### config.mk
export PLATFORM = sky130hd
export DESIGN_NAME = irq_status_unit
export DESIGN_NICKNAME = d
export VERILOG_FILES = /design/src/rtl/irq_status_pkg.sv /design/src/rtl/irq_sticky_bank.sv /design/src/rtl/irq_ctrl_reg.sv /design/src/rtl/irq_readback.sv /design/src/rtl/irq_status_unit.sv
export SDC_FILE = /design/constraint.sdc
export NUM_CORES = 1
export LEC_CHECK = 0
export BUFFER_PORTS_ARGS = -buffer_cell sky130_fd_sc_hd__buf_2
export CAP_MARGIN = 20
export CORE_ASPECT_RATIO = 1.5
export CORE_UTILIZATION = 35
export DETAILED_ROUTE_END_ITERATION = 6
export GPL_TIMING_DRIVEN = 0
export PLACE_DENSITY = 0.83
export SYNTH_ARGS = -nofsm -noshare
export SYNTH_HDL_FRONTEND = slang
export SYNTH_SLANG_ARGS = --single-unit
export TNS_END_PERCENT = 30
### constraint.sdc
create_clock -name clk -period 1.3 [get_ports clk]
set_input_delay 0.26 -clock clk [delete_from_list [all_inputs] [get_ports clk]]
set_output_delay 0.26 -clock clk [all_outputs]
set_load 0.05 [all_outputs]
### src/rtl/irq_status_pkg.sv
package irq_status_pkg;
  localparam int unsigned EV_W    = 8;
  localparam int unsigned DATA_W  = 32;
  localparam int unsigned DEPTH_W = 5;
  localparam int unsigned RXP_W   = 4;
  localparam int unsigned TXP_W   = 9;
  localparam int unsigned SEQ_W   = 5;

  localparam int unsigned B_TX_EMPTY = 0;
  localparam int unsigned B_TX_SENT  = 1;
  localparam int unsigned B_LINK     = 2;
  localparam int unsigned B_MEM      = 3;
  localparam int unsigned B_ABORT    = 4;
  localparam int unsigned B_THRESH   = 5;
  localparam int unsigned B_UNDER    = 6;
  localparam int unsigned B_OVER     = 7;

  localparam logic [EV_W-1:0] TX_GRP_MASK = 8'b0000_0011;
  localparam logic [EV_W-1:0] RX_GRP_MASK = 8'b0010_0000;
  localparam logic [EV_W-1:0] ERR_MASK    = 8'b1101_1100;
  localparam logic [EV_W-1:0] FATAL_MASK  = 8'b1001_1000;

  localparam int unsigned C_TX_IE  = 0;
  localparam int unsigned C_TX_EN  = 1;
  localparam int unsigned C_DEPTH  = 4;
  localparam int unsigned C_RX_IE  = 9;
  localparam int unsigned C_RX_EN  = 15;
  localparam logic [DATA_W-1:0] CTRL_MASK = 32'h0000_83F3;

  localparam int unsigned F_RXP  = 8;
  localparam int unsigned F_TXP  = 16;
  localparam int unsigned F_SEQ  = 25;
  localparam int unsigned F_HASH = 30;

  // sticky update: new events win over a clearing write
  function automatic logic [EV_W-1:0] w1c_next(input logic [EV_W-1:0] cur,
                                               input logic [EV_W-1:0] set,
                                               input logic [EV_W-1:0] clr);
    return set | (cur & ~clr);
  endfunction

  function automatic logic [DATA_W-1:0] pack_status(input logic [EV_W-1:0] st,
                                                    input logic [RXP_W-1:0] rxp,
                                                    input logic [TXP_W-1:0] txp,
                                                    input logic [SEQ_W-1:0] seq,
                                                    input logic hash);
    logic [DATA_W-1:0] w;
    w = '0;
    w[EV_W-1:0] = st;
    w[F_RXP +: RXP_W] = rxp;
    w[F_TXP +: TXP_W] = txp;
    w[F_SEQ +: SEQ_W] = seq;
    w[F_HASH] = hash;
    return w;
  endfunction
endpackage

### src/rtl/irq_sticky_bank.sv
module irq_sticky_bank
  import irq_status_pkg::*;
#(
  parameter int unsigned N = EV_W
) (
  input  logic         clk,
  input  logic         rst_n,
  input  logic [N-1:0] set_vec,
  input  logic [N-1:0] clr_vec,
  output logic [N-1:0] status_q
);
  for (genvar i = 0; i < N; i++) begin : g_bit
    logic b_q;
    always_ff @(posedge clk) begin
      if (!rst_n) b_q <= 1'b0;
      else        b_q <= set_vec[i] | (b_q & ~clr_vec[i]);
    end
    assign status_q[i] = b_q;
  end
endmodule

### src/rtl/irq_ctrl_reg.sv
module irq_ctrl_reg
  import irq_status_pkg::*;
(
  input  logic               clk,
  input  logic               rst_n,
  input  logic               wr_ctrl,
  input  logic [DATA_W-1:0]  wdata,
  output logic [DATA_W-1:0]  ctrl_q,
  output logic               tx_ie,
  output logic               tx_en,
  output logic               rx_ie,
  output logic               rx_en,
  output logic [DEPTH_W-1:0] depth
);
  always_ff @(posedge clk) begin
    if (!rst_n)       ctrl_q <= '0;
    else if (wr_ctrl) ctrl_q <= wdata & CTRL_MASK;
  end
  assign tx_ie = ctrl_q[C_TX_IE];
  assign tx_en = ctrl_q[C_TX_EN];
  assign rx_ie = ctrl_q[C_RX_IE];
  assign rx_en = ctrl_q[C_RX_EN];
  assign depth = ctrl_q[C_DEPTH +: DEPTH_W];
endmodule

### src/rtl/irq_readback.sv
module irq_readback
  import irq_status_pkg::*;
(
  input  logic              clk,
  input  logic              rst_n,
  input  logic              rx_en,
  input  logic              mcast_hash,
  input  logic              rd_sel,
  input  logic [EV_W-1:0]   status_q,
  input  logic [DATA_W-1:0] ctrl_q,
  input  logic [RXP_W-1:0]  rx_rd_ptr,
  input  logic [TXP_W-1:0]  tx_rd_ptr,
  input  logic [SEQ_W-1:0]  head_seq,
  output logic              hash_q,
  output logic [DATA_W-1:0] rdata
);
  always_ff @(posedge clk) begin
    if (!rst_n)     hash_q <= 1'b0;
    else if (rx_en) hash_q <= mcast_hash;
  end

  always_comb begin
    if (rd_sel) rdata = ctrl_q;
    else        rdata = pack_status(status_q, rx_rd_ptr, tx_rd_ptr, head_seq, hash_q);
  end
endmodule

### src/rtl/irq_status_unit.sv
module irq_status_unit
  import irq_status_pkg::*;
(
  input  logic        clk,
  input  logic        rst_n,
  input  logic        wr_status,
  input  logic        wr_ctrl,
  input  logic [31:0] wdata,
  input  logic        rd_sel,
  output logic [31:0] rdata,
  input  logic        ev_tx_empty,
  input  logic        ev_tx_sent,
  input  logic        ev_link_fail,
  input  logic        ev_mem_err,
  input  logic        ev_tx_abort,
  input  logic        ev_rx_underflow,
  input  logic        ev_rx_overflow,
  input  logic [4:0]  rx_count,
  input  logic [3:0]  rx_rd_ptr,
  input  logic [8:0]  tx_rd_ptr,
  input  logic [4:0]  head_seq,
  input  logic        mcast_hash,
  output logic        irq,
  output logic        dma_halt,
  output logic        tx_dma_run,
  output logic        rx_dma_run
);
  logic [DATA_W-1:0]  ctrl_q;
  logic               tx_ie, tx_en, rx_ie, rx_en;
  logic [DEPTH_W-1:0] depth;
  logic               thresh_evt;
  logic [EV_W-1:0]    set_vec;
  logic [EV_W-1:0]    clr_vec;
  logic [EV_W-1:0]    status_q;
  logic               hash_q;
  logic               fatal_any;

  irq_ctrl_reg u_ctrl (
    .clk(clk), .rst_n(rst_n), .wr_ctrl(wr_ctrl), .wdata(wdata),
    .ctrl_q(ctrl_q), .tx_ie(tx_ie), .tx_en(tx_en), .rx_ie(rx_ie),
    .rx_en(rx_en), .depth(depth)
  );

  assign thresh_evt = (rx_count != depth);

  always_comb begin
    set_vec             = '0;
    set_vec[B_TX_EMPTY] = ev_tx_empty;
    set_vec[B_TX_SENT]  = ev_tx_sent;
    set_vec[B_LINK]     = ev_link_fail;
    set_vec[B_MEM]      = ev_mem_err;
    set_vec[B_ABORT]    = ev_tx_abort;
    set_vec[B_THRESH]   = thresh_evt;
    set_vec[B_UNDER]    = ev_rx_underflow;
    set_vec[B_OVER]     = ev_rx_overflow;
  end

  assign clr_vec = wr_status ? wdata[EV_W-1:0] : '0;

  irq_sticky_bank #(.N(EV_W)) u_bank (
    .clk(clk), .rst_n(rst_n), .set_vec(set_vec), .clr_vec(clr_vec),
    .status_q(status_q)
  );

  irq_readback u_rb (
    .clk(clk), .rst_n(rst_n), .rx_en(rx_en), .mcast_hash(mcast_hash),
    .rd_sel(rd_sel), .status_q(status_q), .ctrl_q(ctrl_q),
    .rx_rd_ptr(rx_rd_ptr), .tx_rd_ptr(tx_rd_ptr), .head_seq(head_seq),
    .hash_q(hash_q), .rdata(rdata)
  );

  assign fatal_any  = |(status_q & FATAL_MASK);
  assign dma_halt   = fatal_any;
  assign tx_dma_run = tx_en & ~fatal_any;
  assign rx_dma_run = rx_en & ~fatal_any;
  assign irq = (tx_ie & |(status_q & TX_GRP_MASK))
             | (rx_ie & |(status_q & RX_GRP_MASK))
             | (|(status_q & ERR_MASK));
endmodule

==> impl_metrics.py <==
metrics = {
    "sta": {
        "finalSetupViolations": 4,
        "final.min_clock_period_ns": 1.42,
        "final.setup.worst_slack_ns": -0.123,
        "period_share_pct": 109,
        "rsz0062_at_grt": "true",
        "tns_ns": -0.437,
        "slew_viol_final": 0,
        "clock.fmax_mhz": 703,
        "hold_viol": 0,
        "holdWs_ns": 0.244,
        "finalClockSkew_ns": 0.00234,
    },
    "die": {
        "ios": 104,
        "die_area_um2": 3130,
        "die_x_um": 46.0,
        "fp.dieH_um": 68.0,
        "core.rowCount": 23,
        "initial_core_util_pct": 37.6,
        "coreArea_um2": 2710,
    },
    "clocking": {
        "root_buffer": "clkbuf_8",
        "numCtsBuffers": 3,
        "clkSlewWorstSetupHoldPaths_ns": 0.06,
        "h-tree-depth": 1,
        "cts_hold_buf": 0,
        "clk_path_buf_depth": 2,
        "clock_sinks": 18,
        "tritoncts": "done",
        "insertion_delay_ns": 0.24,
    },
    "power": {
        "ir_drop_uv": 744,
        "netSwitchingFraction_pct": 34.9,
        "seqPwrFrac_pct": 39.2,
        "combPwrFrac_pct": 37.9,
        "intPower_w": 0.00103,
        "leakage_nw": 0.832,
        "power.switching_w": 0.000552,
        "finalPower_w": 0.00158,
        "p_per_area_nw_per_um2": 968,
        "clkPwrFrac_pct": 22.8,
    },
    "worst_setup_path": {
        "cp_num_buf_inv": 1,
        "crit_family": "simple AND/OR/NAND/NOR gates",
        "crit_chain": "nor3_4, and2_4, buf_8",
        "critPathMaxFanout": 4,
        "cp_slowest_cell": "dfxtp_2",
        "crit_type": "flip-flop to output port",
        "slowest_delay_ns": 0.34,
        "cp_data_required_time_ns": 1.04,
        "worstPathArrival_ns": 1.16,
        "endpoint_kind": "output port",
        "cp-start-kind": "flip-flop",
    },
    "global_routing": {
        "grtUsageTotal_pct": 17.1,
        "antenna_found_initial": 0,
        "grt_max_degree": 11,
        "grt_pass1_wl_um": 3760,
        "grt_pass1_vias": 889,
        "grt.overflow.total": 0,
    },
    "detailed_routing": {
        "avgRoutedWirePerCell_um": 11.4,
        "drc": 0,
        "ant_nets": 0,
        "firstDrtPassIters": 4,
        "wirelength_um": 2660,
        "vias": 1049,
        "first_iter_violations": 18,
        "via_per_inst": 4.48,
    },
    "finish": {
        "final_cells": 234,
        "ff_latch_area_um2": 365,
        "fill_cells": 264,
        "syn_to_final_growth_pct": 60.7,
        "post-route-util_pct": 60.4,
        "finalNetCount": 267,
        "multi_input_area_um2": 618,
        "n_antenna_cell": 0,
        "drive_gt1_share_pct": 53.3,
        "final_cell_mix": "buf_2, nor2b_1, dfxtp_1, buf_4, mux2i_1",
        "final_common_cell": "buf_2",
    },
    "hold_path": {
        "hp-class": "input pin to flip-flop",
    },
    "synth": {
        "syn_area_um2": 1020,
        "netlist_instances": 114,
        "ys.warnings.count": 0,
        "ys_ff_latch": 18,
        "synth_area_per_cell_um2": 8.91,
        "ys_seq_area_share_pct": 35.5,
        "ys_types": 19,
    },
    "outcome": {
        "status": "complete, but fails checks",
        "violations": "setup timing",
    },
    "placed_design": {
        "dpl.cell_count": 229,
        "buffer_ports.inserted": 75,
        "hpwl_um": 2070,
        "gp_congestion": 0.839,
    },
    "run": {
        "cap_violations": 0,
    },
}
[Yosys cell counts]
library cell  number  area [um2]
a211oi_1           1        7.51
a21boi_1           1        7.51
a21oi_1            8        40.0
and2_1             3        18.8
buf_2              3        15.0
buf_4              6        45.0
clkbuf_1           1        3.75
conb_1             1        3.75
dfxtp_1           18         360
inv_1              1        3.75
mux2_2             8        90.1
mux2i_1           10         100
nand2_1            8        30.0
nand3_1            1        5.00
nor2b_1           36         225
nor3_1             1        5.00
nor4_1             1        6.26
o21ai_0            1        5.00
xor2_1             5        43.8
[power groups by stage]
stage	logic [W]	clock network, W	registers (W)
floorplan	0.000398	0	0.000619
global placement	0.000536	0	0.000624
detailed placement	0.000540	0	0.000626
CTS	0.000579	0.000377	0.000618
global route	0.000637	0.000402	0.000624
finish	0.000600	0.000361	0.000620
[final cells by class]
type                       count  share of cell area [%]
tap                           37                    2.84
buffer                        10                    3.91
multi-input combinational     88                    37.9
clock buffer                   3                    2.53
sequential                    18                    22.4
timing repair buffer          77                    30.3
inverter                       1                   0.230
[flip-flops by register name (all words and copies together) (netlist names)]
name              count
u_rb.hash_q           1
u_ctrl.ctrl_q         9
u_bank.g_bit.b_q      8
[timing repair]
item,4_1_cts,5_1_grt
setup buffers,1,1
setup endpoints to repair,10,23
resized for setup,27,19
pin swaps,4,2
[worst reg2reg max path: cells and delay by family, from the launching register on]
kind / cells / cell delay [ns]
compound gates: 1 / 0.10
xor+xnor: 1 / 0.17
flops: 1 / 0.33
simple gates: 1 / 0.29
[final timing paths]
check | from | cells after the start | slack [ns] | end
setup reg to reg | u_ctrl.ctrl_q[8]$_SDFFE_PN0P_ | 3 | 0.31 | u_bank.g_bit[5].b_q$_SDFF_PN0_
hold / removal | ev_rx_underflow | 3 | 0.24 | u_bank.g_bit[6].b_q$_SDFF_PN0_
setup / recovery | u_bank.g_bit[4].b_q$_SDFF_PN0_ | 3 | -0.12 | tx_dma_run
hold reg to reg | u_bank.g_bit[2].b_q$_SDFF_PN0_ | 2 | 0.53 | u_bank.g_bit[2].b_q$_SDFF_PN0_
[metrics by stage]
| stage | area (um2) | setup WS (ns) |
|---|---|---|
| after global placement | 1450 | -0.230 |
| after floorplan | 1030 | -0.242 |
| after CTS | 1580 | -0.155 |
| after global routing | 1630 | -0.195 |
| final | 1630 | -0.123 |
| after detailed placement | 1450 | -0.226 |
[per-layer routing]
layer	vias to the layer above	wire length [um]	global-route usage [%]
li1	530	-	-
met1	469	973	16.2
met2	48	1490	34.2
met3	2	168	1.85
met4	0	25	7.72
met5	-	0	0
[kinds of logic (layout without fill, tap and decap cells)]
kind of cell,after synthesis,count (layout),share of synthesized area [%]
multiplexers,18,18,18.7
flip-flops,18,18,35.5
XOR/XNOR,5,5,4.31
other,1,4,0.369
AO/OA/AOI/OAI,11,11,5.91
AND/OR/NAND/NOR,50,50,28.6
buffers and inverters,11,91,6.65
Power figures use the tool's default switching activity.
